File: src/rtl/irq_prog_pkg.sv
package irq_prog_pkg;
  typedef enum logic [1:0] {
    SEQ_IDLE  = 2'd0,
    SEQ_WAIT2 = 2'd1,
    SEQ_WAIT3 = 2'd2,
    SEQ_WAIT4 = 2'd3
  } seq_t;

  typedef struct packed {
    logic ldInit;
    logic ldVec;
    logic ldCasc;
    logic ldMode;
    logic ldMask;
    logic ldOpw;
    logic cmd;
    logic pollRd;
  } strobe_t;
endpackage

File: src/rtl/irq_prog_ctrl.sv
module irq_prog_ctrl
  import irq_prog_pkg::*;
#(
  parameter bit PCI_STRICT = 1'b1,
  parameter int DW = 8
) (
  input  logic          clk,
  input  logic          rst,
  input  logic          wrStb,
  input  logic          rdStb,
  input  logic          addr,
  input  logic [DW-1:0] wrData,
  input  logic          singleMode,
  input  logic          needMode,
  input  logic          pollMode,
  output strobe_t       stb,
  output logic          busy
);
  seq_t seqQ, seqD;
  logic isStart, startOk;

  assign isStart = wrStb && !addr && wrData[4];
  assign startOk = isStart && !(PCI_STRICT && (wrData[7:5] != 3'b000));

  always_comb begin
    stb = '0;
    seqD = seqQ;
    stb.pollRd = rdStb && pollMode;
    if (startOk) begin
      stb.ldInit = 1'b1;
      seqD = SEQ_WAIT2;
    end else if (wrStb && !addr && !wrData[4]) begin
      if (wrData[3]) stb.ldOpw = 1'b1;
      else stb.cmd = 1'b1;
    end else if (wrStb && addr) begin
      unique case (seqQ)
        SEQ_WAIT2: begin
          stb.ldVec = 1'b1;
          if (!singleMode) seqD = SEQ_WAIT3;
          else seqD = needMode ? SEQ_WAIT4 : SEQ_IDLE;
        end
        SEQ_WAIT3: begin
          stb.ldCasc = 1'b1;
          seqD = needMode ? SEQ_WAIT4 : SEQ_IDLE;
        end
        SEQ_WAIT4: begin
          stb.ldMode = 1'b1;
          seqD = SEQ_IDLE;
        end
        default: stb.ldMask = 1'b1;
      endcase
    end
  end

  always_ff @(posedge clk) begin
    if (rst) seqQ <= SEQ_IDLE;
    else seqQ <= seqD;
  end

  assign busy = (seqQ != SEQ_IDLE);
endmodule

File: src/rtl/irq_prog_dp.sv
module irq_prog_dp
  import irq_prog_pkg::*;
#(
  parameter bit IS_SLAVE = 1'b0,
  parameter int NIN = 8,
  localparam int LW = $clog2(NIN)
) (
  input  logic           clk,
  input  logic           rst,
  input  strobe_t        stb,
  input  logic           addr,
  input  logic [7:0]     wrData,
  input  logic [NIN-1:0] irqLines,
  input  logic [NIN-1:0] reqSet,
  input  logic [NIN-1:0] isrClr,
  input  logic           pendValid,
  input  logic [LW-1:0]  pendLevel,
  input  logic           elcrOn,
  input  logic           elcrWr,
  input  logic [NIN-1:0] elcrData,
  output logic [7:0]     rdData,
  output logic [NIN-1:0] irrQ,
  output logic [NIN-1:0] isrQ,
  output logic [NIN-1:0] imrQ,
  output logic [7:0]     w1Q,
  output logic [7:0]     w2Q,
  output logic [7:0]     w3Q,
  output logic [7:0]     w4Q,
  output logic [7:0]     opwQ,
  output logic           smmQ,
  output logic [NIN-1:0] levelTrig,
  output logic           pollHit
);
  logic [NIN-1:0] elcrQ, elcrMask, winBit, irrDrop;

  generate
    if (IS_SLAVE) begin : g_slaveMask
      assign elcrMask = ~(NIN'(1) | NIN'(32));
    end else begin : g_masterMask
      assign elcrMask = ~NIN'(7);
    end
  endgenerate

  assign levelTrig = elcrOn ? elcrQ : {NIN{w1Q[3]}};
  assign pollHit   = stb.pollRd && pendValid;
  assign winBit    = NIN'(1) << pendLevel;
  assign irrDrop   = pollHit ? (winBit & ~(levelTrig & irqLines)) : '0;

  always_ff @(posedge clk) begin
    if (rst) begin
      irrQ <= '0; isrQ <= '0; imrQ <= '0;
      w1Q <= '0; w2Q <= '0; w3Q <= '0; w4Q <= '0;
      opwQ <= '0; smmQ <= 1'b0; elcrQ <= '0;
    end else begin
      if (elcrWr) elcrQ <= elcrData & elcrMask;
      if (stb.ldInit) begin
        w1Q  <= wrData;
        w2Q  <= '0;
        w3Q  <= '0;
        if (!wrData[0]) w4Q <= '0;
        opwQ <= '0;
        smmQ <= 1'b0;
        imrQ <= '0;
        isrQ <= '0;
        irrQ <= irqLines;
      end else begin
        irrQ <= (irrQ | reqSet) & ~irrDrop;
        isrQ <= (isrQ & ~isrClr) | (pollHit ? winBit : '0);
        if (stb.ldVec)  w2Q  <= wrData;
        if (stb.ldCasc) w3Q  <= wrData;
        if (stb.ldMode) w4Q  <= wrData;
        if (stb.ldMask) imrQ <= wrData[NIN-1:0];
        if (stb.ldOpw) begin
          opwQ <= wrData;
          if (wrData[6]) smmQ <= wrData[5];
        end else if (stb.pollRd) begin
          opwQ[2] <= 1'b0;
        end
      end
    end
  end

  always_comb begin
    if (stb.pollRd) rdData = pendValid ? (8'h80 | 8'(pendLevel)) : 8'h00;
    else if (addr) rdData = 8'(imrQ);
    else if (opwQ[1:0] == 2'b11) rdData = 8'(isrQ);
    else if (opwQ[1:0] == 2'b10) rdData = 8'(irrQ);
    else rdData = 8'h00;
  end
endmodule

File: src/rtl/irq_prog_port.sv
module irq_prog_port
  import irq_prog_pkg::*;
#(
  parameter bit PCI_STRICT = 1'b1,
  parameter bit IS_SLAVE   = 1'b0
) (
  input  logic       clk,
  input  logic       rst,
  input  logic       wrStb,
  input  logic       rdStb,
  input  logic       addr,
  input  logic [7:0] wrData,
  output logic [7:0] rdData,
  input  logic [7:0] irqLines,
  input  logic [7:0] reqSet,
  input  logic [7:0] isrClr,
  input  logic       pendValid,
  input  logic [2:0] pendLevel,
  input  logic       elcrOn,
  input  logic       elcrWr,
  input  logic [7:0] elcrData,
  output logic [7:0] irr,
  output logic [7:0] isr,
  output logic [7:0] imr,
  output logic [7:0] initWord,
  output logic [7:0] vecBase,
  output logic [7:0] cascMap,
  output logic [7:0] modeWord,
  output logic       specialMask,
  output logic [7:0] levelTrig,
  output logic       initBusy,
  output logic       initStb,
  output logic       cmdStb,
  output logic [7:0] cmdByte,
  output logic       pollAck
);
  strobe_t stb;
  logic [7:0] opw;
  logic pollMode;

  assign pollMode = opw[2];

  irq_prog_ctrl #(.PCI_STRICT(PCI_STRICT), .DW(8)) u_ctrl (
    .clk(clk), .rst(rst), .wrStb(wrStb), .rdStb(rdStb), .addr(addr),
    .wrData(wrData), .singleMode(initWord[1]), .needMode(initWord[0]),
    .pollMode(pollMode), .stb(stb), .busy(initBusy)
  );

  irq_prog_dp #(.IS_SLAVE(IS_SLAVE), .NIN(8)) u_dp (
    .clk(clk), .rst(rst), .stb(stb), .addr(addr), .wrData(wrData),
    .irqLines(irqLines), .reqSet(reqSet), .isrClr(isrClr),
    .pendValid(pendValid), .pendLevel(pendLevel), .elcrOn(elcrOn),
    .elcrWr(elcrWr), .elcrData(elcrData), .rdData(rdData),
    .irrQ(irr), .isrQ(isr), .imrQ(imr), .w1Q(initWord), .w2Q(vecBase),
    .w3Q(cascMap), .w4Q(modeWord), .opwQ(opw), .smmQ(specialMask),
    .levelTrig(levelTrig), .pollHit(pollAck)
  );

  assign initStb = stb.ldInit;
  assign cmdStb  = stb.cmd;
  assign cmdByte = wrData;
endmodule

File: config.mk
export PLATFORM = sky130hd
export DESIGN_NAME = irq_prog_port
export DESIGN_NICKNAME = d
export VERILOG_FILES = /design/src/rtl/irq_prog_pkg.sv /design/src/rtl/irq_prog_ctrl.sv /design/src/rtl/irq_prog_dp.sv /design/src/rtl/irq_prog_port.sv
export SDC_FILE = /design/constraint.sdc
export NUM_CORES = 1
export LEC_CHECK = 0
export BUFFER_PORTS_ARGS = -buffer_cell sky130_fd_sc_hd__buf_2
export CORE_AREA = 2 2 89 91
export CTS_BUF_LIST = sky130_fd_sc_hd__clkbuf_2 sky130_fd_sc_hd__clkbuf_4 sky130_fd_sc_hd__clkbuf_8
export DETAILED_ROUTE_END_ITERATION = 10
export DIE_AREA = 0 0 91 93
export PLACE_DENSITY_LB_ADDON = 0.1
export REMOVE_ABC_BUFFERS = 1
export SLEW_MARGIN = 5
export SYNTH_ARGS = -nofsm -noshare
export SYNTH_HDL_FRONTEND = slang
export SYNTH_SLANG_ARGS = --single-unit
File: constraint.sdc
create_clock -name clk -period 3.9 [get_ports clk]
set_input_delay 0.585 -clock clk [delete_from_list [all_inputs] [get_ports clk]]
set_output_delay 0.585 -clock clk [all_outputs]
set_load 0.02 [all_outputs]
Yosys cells after proc, flatten, opt, wreduce, memory -nomap -nowiden
Cells that the tools add are included.

cells by class
  reductions and logical operators = 24
  bitwise operators = 10
  shift operators = 1
  equal/unequal tests = 7
  mux-type cells = 31

operators by type and width
  operator                                             number
  2-to-1 mux 8 bit                                     12
  bitwise AND 8 bit                                    4
  inverter 8 bit                                       3
  OR 8 bit                                             2
  2-to-1 mux 1 bit                                     12
  equality test 2 bit, second input constant           4
  2-to-1 mux 4 bit                                     2
  nonzero test 2 bit                                   4
  << shifter 1 x 3 -> 8 bit, first input constant      1
  logical AND 1 bit                                    7
  2-to-1 mux 2 bit                                     3
  2-to-1 mux 6 bit                                     1
  case mux 2 bit (3 select lines)                      1
  AND reduction 3 bit                                  2
  nonzero test 3 bit                                   2
  AND reduction 2 bit                                  2
  nonzero test 4 bit                                   1
  OR reduction 2 bit                                   2
  zero test 1 bit                                      3
  OR reduction 3 bit                                   1
  equality test 2 x 1 -> 1 bit, second input constant  1
  != test 2 x 1 -> 1 bit, second input constant        1
  != test 2 bit, second input constant                 1
  inverter 1 bit                                       1

storage, ports and cells
  logic and storage cells = 86
  input port bits = 51
  register bits after elaboration = 67
  output and inout port bits = 85

Logic depth before layout (Yosys ltp)
  word-level depth = 8
  depth in mapped cells = 6

Hierarchy
From an unflattened synthesis, not the netlist that was laid out.

second synthesis, totals
  cells, all modules = 361
  area total of the unflattened synthesis = 3,419.5 um^2

by module, submodules not included
  module         area an instance (um^2)  cells an instance  times used
  irq_prog_dp    3,080.5                  320                1
  irq_prog_ctrl  279.0                    33                 1
  irq_prog_port  60.1                     8                  1

Worst setup path after synthesis
OpenSTA, ideal clock, no wires.

  kind = input to output
  from = input port addr
  to = output port cmdStb
  path slack = 1.738 ns
  cell stages on the path = 4
  arrival time = 1.577 ns
  buffers on the path = 2
  cell sequence = buf_2 nand2b_1 buf_2 nor3_1

on the way
  longest elaborated chain between the ends = 5
  elaborated cells on any way between the ends = 7
  those cells by class = mux: 2; reduce/logical: 5

ends and longest elaborated chain
  element                                                line                                      text
  from (decl)                                            irq_prog_port.sv:11                       input logic addr,
  zero test 1 bit (*)                                    irq_prog_ctrl.sv:22, irq_prog_ctrl.sv:32
  logical AND 1 bit (*)                                  irq_prog_ctrl.sv:22, irq_prog_ctrl.sv:32
  logical AND 1 bit, on equally long branches            irq_prog_ctrl.sv:32, irq_prog_ctrl.sv:22
  2-to-1 mux 2 bit or logical AND 1 bit (tied branches)  irq_prog_ctrl.sv:32, irq_prog_ctrl.sv:23
  2-to-1 mux 6 bit (*)                                   irq_prog_ctrl.sv:29                       if (startOk) begin
  to (decl)                                              irq_prog_port.sv:33                       output logic cmdStb,

Every way passes the cells marked *; elsewhere a longest branch is shown, timed or not.

Final worst setup path
  from = input port addr
  to = output port rdData[2]

on the way
  longest elaborated chain between the ends = 2

ends and longest elaborated chain
  element           line                 text
  2-to-1 mux 8 bit  irq_prog_dp.sv:85    else if (addr) rdData = 8'(imrQ);
  2-to-1 mux 8 bit  irq_prog_dp.sv:84    if (stb.pollRd) rdData = pendValid ? (8'h80 | 8'(pendLevel)) : 8'h00;
  to (decl)         irq_prog_port.sv:13  output logic [7:0] rdData,

Every way passes these cells.

==> qor.txt <==
post-detailed-routing wire length: 9.19 mm
routed via count divided by cell count: 5.28
core footprint: 7530 um^2
detailed router's first-iteration violation count: 93
classification of the worst-slack hold path: reg2reg
number of warnings reported in the yosys synthesis log: 0
Inserted Clock Buffers: 9
count of nets left with antenna violations after detail routing: 0
number of buffers added on ports: 132
GP Congestion: 0.822
depth of the worst register-to-register path: 5
area fraction of the dominant cell type after synthesis: 40.4%
growth of design area from synthesis to finish: 23.3%
critical path peak fanout: 19
overflow left after global routing: 0
post-CTS setup-driven buffer insertion count: 0
count of pins over their slew limit: 0
transition time of the tightest slew-check pin: 669 ps
number of hold violations in the final report: 0
Inserted Diodes: 0
Clock H-tree levels: 3
post-route DRC violation count: 0
post-cts sizing count: 0
Fmax achieved: 0.399 GHz
CTS Root Buffer Type: clkbuf_8
clock network latency to the later pin of the worst-skew pair: 330 ps
Critical Setup Path Class: in2out
smallest hold slack: 424 ps
number of I/O pins: 136
run status: finished clean
clock tree from TritonCTS: done
routed wirelength normalized by instance count: 15.9 um
initial antenna violation count: 0
wire length of the first global-routing pass: 14.5 mm
die area: 8460 um^2
Seq/Total Area, Yosys: 40.4%
HPWL after detailed placement: 6.54 mm
number of buffers on the longest clock path: 2
end of the worst register-to-register path: u_ctrl.seqQ[1]
launch instance of the worst register-to-register path: u_ctrl.seqQ[0]
CTS clk-pin slew, worst paths: 70 ps
post-route fraction of the period consumed by the critical path: 64.2%
count of state elements after synthesis: 67
average size of a mapped cell: 9.12 um^2
number of global-route vias before repair: 2856
final total negative setup slack: 0 ps
total number of nets in the final design: 528
starting density of the core: 44.1%
total chip power: 1.48 mW
Setup Viol. Count Final: 0
RSZ-0062 raised after global routing: false
length of the first detailed-routing pass in iterations: 4
launching element type of the critical path: input port
Die X: 91 um
worst rel slew slack: 55.3%
number of instances in the synthesized netlist: 364
Post-Synthesis Cell Area: 3320 um^2
leading post-synthesis cells by cell area: dfxtp_1, mux2i_1, nor2_1
startpoint of the most critical setup path: addr
share of layout cells above drive strength 1: 36.9%
number of rows in the core area: 32
number of max-capacitance violations reported: 0
element type at the critical path end: output port
final worst path period need: 2500 ps
maximum clock skew at final layout: 5.47 ps
Data required, critical path: 3310 ps
Synth cell types: 44
Synth area leader: dfxtp_1
overall die height: 93 um
last element of the critical path: rdData[2]
FF-to-FF setup slack: 2290 ps
Worst VDD drop: 0.201 mV
share of the core filled with cells in the final layout: 54.4%
leakage power total: 2.06 nW
power per cell area: 361 nW/um^2
arrival time reported for the critical path endpoint: 1920 ps
number of buffers added to fix hold violations after cts: 0
global-route total usage across every layer: 21.6%
vias post-DR: 3055
CTS sink count: 67
largest net degree at the start of global routing: 41
## sequential cells by signal, indices dropped and copies added (netlist names)
signal	flops
u_ctrl.seqQ	2
u_dp.elcrQ	5
u_dp.imrQ	8
u_dp.irrQ	8
u_dp.isrQ	8
u_dp.opwQ	3
u_dp.smmQ	1
u_dp.w1Q	8
u_dp.w2Q	8
u_dp.w3Q	8
u_dp.w4Q	8
## metal layers
metal | track usage (%) | share of wire (%) | up-vias
li1 | - | - | 1492
met1 | 29.2 | 47 | 1461
met2 | 34.3 | 46 | 92
met3 | 4.59 | 5.6 | 10
met4 | 7.83 | 1.3 | 0
met5 | 0 | 0 | -
## worst min-delay path by stage
stage,from,to,cells past startpoint
3_3_place_gp,u_dp.w1Q[5],u_dp.w1Q[5],2
3_5_place_dp,u_dp.w1Q[5],u_dp.w1Q[5],2
5_1_grt,u_dp.w1Q[6],u_dp.w1Q[6],2
2_1_floorplan,u_dp.opwQ[1],u_dp.opwQ[1],2
4_1_cts,u_dp.w1Q[6],u_dp.w1Q[6],2
6_report,u_dp.w1Q[6],u_dp.w1Q[6],2
## report_power, final
group / total (mW) / switching (mW) / internal, mW
Combinational: 0.181 / 0.110 / 0.0712
Clock: 0.585 / 0.268 / 0.317
Sequential: 0.711 / 0.0118 / 0.700
## final cells by class
class,instances,area (um^2)
clock buffer,11,145
clock inverter,5,52.6
fill,796,3440
inverter,12,45.0
multi-input combinational,248,1700
sequential,67,1340
tap,102,128
timing repair buffer,134,676
## worst max-delay path, cell delays in order
cell and delay, ps:
buf_2 220, nor2b_1 580, a221oi_1 170, a21oi_1 180
buf_2 190
## placed cells by master (no fill, tap or decap), types with 10 or more instances in the layout
cell type,n
inv_1,12
a22oi_1,10
mux2i_1,32
nand2_1,12
a21oi_1,15
dfxtp_1,67
nor2b_1,14
buf_2,132
nand2b_1,15
nand3_1,12
nor2_1,49
clkbuf_8,10
mux2_2,12
## cells by family (layout without fill, tap and decap cells)
kind of cell,after synthesis,in the layout,synth area share (%)
muxes,44,44,13.7
DFF,67,67,40.4
AOI/OAI and AO/OA,71,71,15.6
and+or+nand+nor,128,128,20.1
adders and majority gates,5,5,1.88
buffers and inverters,49,162,8.25
## Yosys cell counts (all sizes together)
master	number
dfxtp	67
nor2	49
mux2i	32
buf	28
a21oi	15
nand2b	15
nor2b	14
inv	12
mux2	12
nand2	12
nand3	12
a22oi	10
clkbuf	9
o211ai	6
o21ai	6
o32ai	6
or2	6
a31oi	5
ha	5
nor3	5
o21ba	5
o22ai	5
a221oi	4
nand4	4
o311ai	4
and3	2
or3b	2
or4	2
a211oi	1
a21bo	1
a21o	1
a32o	1
and2	1
and4bb	1
nand3b	1
nor4b	1
o211a	1
or4b	1
## per-stage QoR
step	cell area [um^2]	instances	worst slack (ps)
floorplan	3090	327	1610
global placement	3890	563	1500
detailed placement	3890	563	1440
CTS	4090	579	1420
global route	4090	579	1300
finish	4090	579	1400
Note: power is estimated with default switching activity, not from simulation.
